File: src/rtl/dmard_pkg.sv
package dmard_pkg;
  localparam logic [2:0] FMT_3DW_NODATA = 3'b000;
  localparam logic [2:0] FMT_4DW_NODATA = 3'b001;
  localparam logic [4:0] TYPE_MEMRD     = 5'b00000;
  localparam logic [4:0] TYPE_MEMRD_LK  = 5'b00001;
  localparam logic [3:0] TC_NONE        = 4'hF;

  typedef struct packed {
    logic [63:0] addr;
    logic [9:0]  len;
    logic [3:0]  fbe;
    logic [3:0]  lbe;
    logic        lock;
    logic [3:0]  tc;
    logic [15:0] rid;
  } rd_cmd_t;
endpackage

File: src/rtl/dmard_tag_pool.sv
module dmard_tag_pool #(
  parameter int NUM_TAGS = 32,
  localparam int TAG_W = $clog2(NUM_TAGS)
) (
  input  logic             clk,
  input  logic             rst,
  input  logic             alloc,
  output logic             avail,
  output logic [TAG_W-1:0] free_tag,
  input  logic             rel_valid,
  input  logic [TAG_W-1:0] rel_tag,
  output logic             err
);
  logic [NUM_TAGS-1:0] free_q;
  logic [NUM_TAGS-1:0] take_mask, give_mask;
  logic                rel_ok;

  assign avail = |free_q;

  always_comb begin
    free_tag = '0;
    for (int i = NUM_TAGS - 1; i >= 0; i--)
      if (free_q[i]) free_tag = TAG_W'(i);
  end

  assign rel_ok    = rel_valid && !free_q[rel_tag];
  assign take_mask = (alloc && avail) ? (NUM_TAGS'(1) << free_tag) : '0;
  assign give_mask = rel_ok ? (NUM_TAGS'(1) << rel_tag) : '0;

  always_ff @(posedge clk) begin
    if (rst) begin
      free_q <= '1;
      err    <= 1'b0;
    end else begin
      free_q <= (free_q & ~take_mask) | give_mask;
      if (rel_valid && free_q[rel_tag]) err <= 1'b1;
    end
  end
endmodule

File: src/rtl/dmard_bus_table.sv
module dmard_bus_table #(
  parameter int DEPTH = 32,
  parameter int DATA_W = 8,
  localparam int ADDR_W = $clog2(DEPTH)
) (
  input  logic              clk,
  input  logic              we,
  input  logic [ADDR_W-1:0] waddr,
  input  logic [DATA_W-1:0] wdata,
  input  logic [ADDR_W-1:0] raddr,
  output logic [DATA_W-1:0] rdata
);
  logic [DATA_W-1:0] mem [DEPTH];

  always_ff @(posedge clk) begin
    if (we) mem[waddr] <= wdata;
    rdata <= mem[raddr];
  end
endmodule

File: src/rtl/dmard_hdr_format.sv
module dmard_hdr_format
  import dmard_pkg::*;
#(
  parameter int TAG_W = 5,
  parameter logic [2:0] DEFAULT_TC = 3'd0
) (
  input  rd_cmd_t          cmd,
  input  logic [TAG_W-1:0] tag,
  output logic [127:0]     words,
  output logic             is_4dw,
  output logic             zero_len
);
  logic [2:0]  tc_sel;
  logic [31:0] dw0, dw1, dw2, dw3;
  logic [7:0]  tag8;

  assign is_4dw   = |cmd.addr[63:32];
  assign zero_len = (cmd.len == 10'd1) && (cmd.fbe == 4'd0) && (cmd.lbe == 4'd0);
  assign tag8     = 8'(tag);

  always_comb begin
    if (cmd.lock)                tc_sel = 3'd0;
    else if (cmd.tc == TC_NONE)  tc_sel = DEFAULT_TC;
    else                         tc_sel = cmd.tc[2:0];
  end

  always_comb begin
    dw0 = '0;
    dw0[31:29] = is_4dw ? FMT_4DW_NODATA : FMT_3DW_NODATA;
    dw0[28:24] = cmd.lock ? TYPE_MEMRD_LK : TYPE_MEMRD;
    dw0[22:20] = tc_sel;
    dw0[9:0]   = cmd.len;
    dw1 = {cmd.rid, tag8, cmd.lbe, cmd.fbe};
    if (is_4dw) begin
      dw2 = cmd.addr[63:32];
      dw3 = {cmd.addr[31:2], 2'b00};
    end else begin
      dw2 = {cmd.addr[31:2], 2'b00};
      dw3 = '0;
    end
    words = {dw3, dw2, dw1, dw0};
  end
endmodule

File: src/rtl/dmard_req_builder.sv
module dmard_req_builder
  import dmard_pkg::*;
#(
  parameter int NUM_TAGS = 32,
  parameter logic [2:0] DEFAULT_TC = 3'd0,
  localparam int TAG_W = $clog2(NUM_TAGS)
) (
  input  logic             clk,
  input  logic             rst,
  input  logic             cmd_valid,
  output logic             cmd_ready,
  input  logic [63:0]      cmd_addr,
  input  logic [9:0]       cmd_len,
  input  logic [3:0]       cmd_first_be,
  input  logic [3:0]       cmd_last_be,
  input  logic             cmd_lock,
  input  logic [3:0]       cmd_tc,
  input  logic [15:0]      cmd_req_id,
  output logic             hdr_valid,
  input  logic             hdr_ready,
  output logic [127:0]     hdr_words,
  output logic             hdr_is_4dw,
  output logic             hdr_zero_len,
  input  logic             rel_valid,
  input  logic [TAG_W-1:0] rel_tag,
  output logic             tag_err,
  input  logic [TAG_W-1:0] lkup_tag,
  output logic [7:0]       lkup_bus
);
  rd_cmd_t          cmd;
  logic             accept, pool_avail;
  logic [TAG_W-1:0] new_tag;
  logic [127:0]     fmt_words;
  logic             fmt_4dw, fmt_zero;

  assign cmd = '{addr: cmd_addr, len: cmd_len, fbe: cmd_first_be, lbe: cmd_last_be,
                 lock: cmd_lock, tc: cmd_tc, rid: cmd_req_id};

  assign cmd_ready = pool_avail && (!hdr_valid || hdr_ready);
  assign accept    = cmd_valid && cmd_ready;

  dmard_tag_pool #(.NUM_TAGS(NUM_TAGS)) u_pool (
    .clk(clk), .rst(rst), .alloc(accept), .avail(pool_avail), .free_tag(new_tag),
    .rel_valid(rel_valid), .rel_tag(rel_tag), .err(tag_err)
  );

  dmard_bus_table #(.DEPTH(NUM_TAGS), .DATA_W(8)) u_bus (
    .clk(clk), .we(accept), .waddr(new_tag), .wdata(cmd_req_id[15:8]),
    .raddr(lkup_tag), .rdata(lkup_bus)
  );

  dmard_hdr_format #(.TAG_W(TAG_W), .DEFAULT_TC(DEFAULT_TC)) u_fmt (
    .cmd(cmd), .tag(new_tag), .words(fmt_words), .is_4dw(fmt_4dw), .zero_len(fmt_zero)
  );

  always_ff @(posedge clk) begin
    if (rst) begin
      hdr_valid    <= 1'b0;
      hdr_words    <= '0;
      hdr_is_4dw   <= 1'b0;
      hdr_zero_len <= 1'b0;
    end else if (accept) begin
      hdr_valid    <= 1'b1;
      hdr_words    <= fmt_words;
      hdr_is_4dw   <= fmt_4dw;
      hdr_zero_len <= fmt_zero;
    end else if (hdr_ready) begin
      hdr_valid    <= 1'b0;
    end
  end
endmodule

File: config.mk
export PLATFORM = sky130hd
export DESIGN_NAME = dmard_req_builder
export DESIGN_NICKNAME = d
export VERILOG_FILES = /design/src/rtl/dmard_pkg.sv /design/src/rtl/dmard_tag_pool.sv /design/src/rtl/dmard_bus_table.sv /design/src/rtl/dmard_hdr_format.sv /design/src/rtl/dmard_req_builder.sv
export SDC_FILE = /design/constraint.sdc
export NUM_CORES = 1
export LEC_CHECK = 0
export ABC_AREA = 0
export BUFFER_PORTS_ARGS = -buffer_cell sky130_fd_sc_hd__buf_2
export CAP_MARGIN = 25
export CORE_MARGIN = 3
export CORE_UTILIZATION = 55
export CTS_BUF_LIST = sky130_fd_sc_hd__clkbuf_8 sky130_fd_sc_hd__clkbuf_16
export DETAILED_ROUTE_END_ITERATION = 8
export PLACE_DENSITY = 0.77
export SKIP_CTS_REPAIR_TIMING = 1
export SYNTH_ARGS = -nofsm -noshare
export SYNTH_HDL_FRONTEND = slang
export SYNTH_HIERARCHICAL = 1
export SYNTH_SLANG_ARGS = --single-unit
File: constraint.sdc
create_clock -name clk -period 3.6 [get_ports clk]
set_clock_uncertainty 0.2 [all_clocks]
set_input_delay 0.36 -clock clk [delete_from_list [all_inputs] [get_ports clk]]
set_output_delay 0.36 -clock clk [all_outputs]
set_load 0.02 [all_outputs]
==> results.yml <==
layout:
  layout_common_cells: "nand2b_1, edfxtp_1, buf_2"
  nets: 1766
  drive_gt1_share_pct: 29.8
  fin_area_mm2: 0.0224
  n_fill_cell: 2525
  seqCellArea_mm2: 0.0111
  final_cells: 2138
  syn2layout_area_growth_pct: 15.6
  multi_input_area_mm2: 0.00717
  layout_commonest_cell: "nand2b_1"
cts:
  clock_sinks: 428
  tritoncts: "built"
  htreeDepth: 2
  clock_latency_ns: 0.55
  cts_root_buffer: "clkbuf_16"
  cts_buffers: 43
  path_clk_slew_ns: 0.06
  cts_max_path_buffers: 3
yosys:
  post_synth_mux_area_share_pct: 17.8
  synth_top_family_by_area: "multiplexers"
  synth_area_mm2: 0.0193
  synth-seq-area-share_pct: 57.6
  synth_ff_type: "edfxtp_1"
  async_flop_share_pct: 0
  synth_edf_count: 256
  avgSynthCellArea_um2: 13.8
  synth_seq_cells: 428
  synth-compound-area-share_pct: 5.56
  synth_cells: 1404
  synth_xor_area_share_pct: 0
  synth-simple-area-share_pct: 13.3
  yosysUniqueCellTypes: 65
  yosys_warnings: 6
  synth_fa_ha_area_share_pct: 0
floorplan:
  start_util_pct: 55.8
  rows: 68
  die_area_mm2: 0.0374
  pin_count: 259
  coreArea_mm2: 0.0346
  die_h_um: 194
  die_x_um: 194
sta:
  finalCritPeriodShare_pct: 87.9
  fin_setup_tns_ns: 0
  whs_ns: 0.00238
  setup_violations: 0
  tightest_slew_ns: 1.01
  setup_slack_ns: 0.437
  relSlewSlack_pct: 32.7
  slew_violations: 0
  rsz0062_at_grt: "no"
  layout_min_cycle_time_ns: 3.16
  hold_viol_final: 0
  max_freq_ghz: 0.316
drt:
  drt_iter0_markers: 974
  avgViaCountPerCell: 5.78
  drtPass1Iterations: 7
  wl_per_cell_um: 21.6
  drt-total-wl_um: 46200
  vias: 12400
  ant_nets: 0
  drc: 0
worst_setup_path:
  arrival_ns: 3.20
  critPathLaunchType: "flip-flop"
  cp_max_fo: 8
  crit_type: "reg2reg"
  critPathRequiredTime_ns: 3.64
  end_kind: "flip-flop"
power:
  power.static_leakage_nw: 8.50
  powerDensity_mw_per_mm2: 472
  peakVddDrop_mv: 0.403
placement:
  place_inst: 2025
  gp_congestion: 0.928
  dp_slack_ns: 0.505
  place.port_buffers: 256
  placed_cell_area_mm2: 0.0207
  place_hpwl_um: 30500
grt:
  gr-total-overflow: 0
  antenna_found_initial: 2
  grt_first_pass_wirelength_um: 71300
  grt_pass1_vias: 12200
  grt_max_degree: 128
  grt.total_usage_pct: 23.8
job:
  maxCapViolations: 0
min_path:
  holdCritPathClass: "in2reg"
outcome:
  outcome: "finished clean"
==> cells by family after synthesis <==
kind of cell,after synthesis
simple gates,433
flops,428
mux,230
buf+inv,179
compound gates,133
other cells,1
==> synth_stat cells (all sizes together) (9+ instances only) <==
cell type  count  area [um2]
edfxtp       256        7690
nor4          16         100
mux2           9         101
mux2i        131        1310
a21boi        30         225
inv           18        67.6
buf          114         866
a21oi         11        55.1
nand2         15        56.3
dfxtp        172        3440
mux4          90        2030
a31o          30         263
nand2b       267        1680
clkbuf        47         181
nor3          14        70.1
a221o         23         230
nand4         22         138
o21ai         11        58.8
nor2          63         260
==> critical path, cell delays in order (launching register included) <==
cell      delay, ns
dfxtp_1        0.35
or3_1          0.39
a221o_1        0.26
a21oi_1        0.26
o221ai_2       0.14
a21oi_1        0.34
nand3b_1       0.45
nor2_1         0.24
buf_4          0.20
==> stage by stage <==
| stage | utilization (%) | power [mW] |
|---|---|---|
| final | 64.5 | 10.6 |
| after global placement | 59.7 | 6.44 |
| after floorplan | - | 6.14 |
| after global routing | 64.5 | 10.9 |
| after detailed placement | 59.7 | 6.46 |
| after CTS | 63.6 | 10.6 |
==> path summary, 6_finish.rpt <==
kind                     end  slack [ns]               from  depth (start not counted)
max          u_bus/mem[5][2]        0.44  u_pool/free_q[16]                          8
min            hdr_words[20]       0.002          cmd_tc[1]                          4
max reg2reg  u_bus/mem[5][2]        0.44  u_pool/free_q[16]                          8
min reg2reg    hdr_words[71]        0.27      hdr_words[71]                          2
==> report_power, final <==
| part | internal, mW | switching (mW) | total, mW |
|---|---|---|---|
| combinational | 0.439 | 0.584 | 1.02 |
| sequential | 5.31 | 0.0596 | 5.36 |
| clock | 2.33 | 1.84 | 4.17 |
| total | 8.08 | 2.48 | 10.6 |
==> sequential cells by signal, summed over array words and instances, names as in the netlist <==
register	count
hdr_is_4dw	1
hdr_zero_len	1
u_bus/rdata	8
hdr_valid	1
u_pool/err	1
u_bus/mem	256
u_pool/free_q	32
hdr_words	128
==> layout make-up <==
class	instances	share of cell area [%]
Sequential cell	428	49.8
Clock inverter	30	0.750
Clock buffer	49	5.23
Multi-Input combinational cell	818	32.1
Tap cell	455	2.55
Inverter	18	0.302
Antenna cell	1	0.0112
Timing Repair Buffer	339	9.26
==> layer usage <==
metal	GRT usage (%)	share of wire [%]	vias up
li1	-	-	5624
met4	6.05	2.5	2
met3	6.34	9.3	92
met2	39.6	49	539
met1	31.6	39	6094
met5	0	0.028	-
Power figures use the tool's default switching activity.
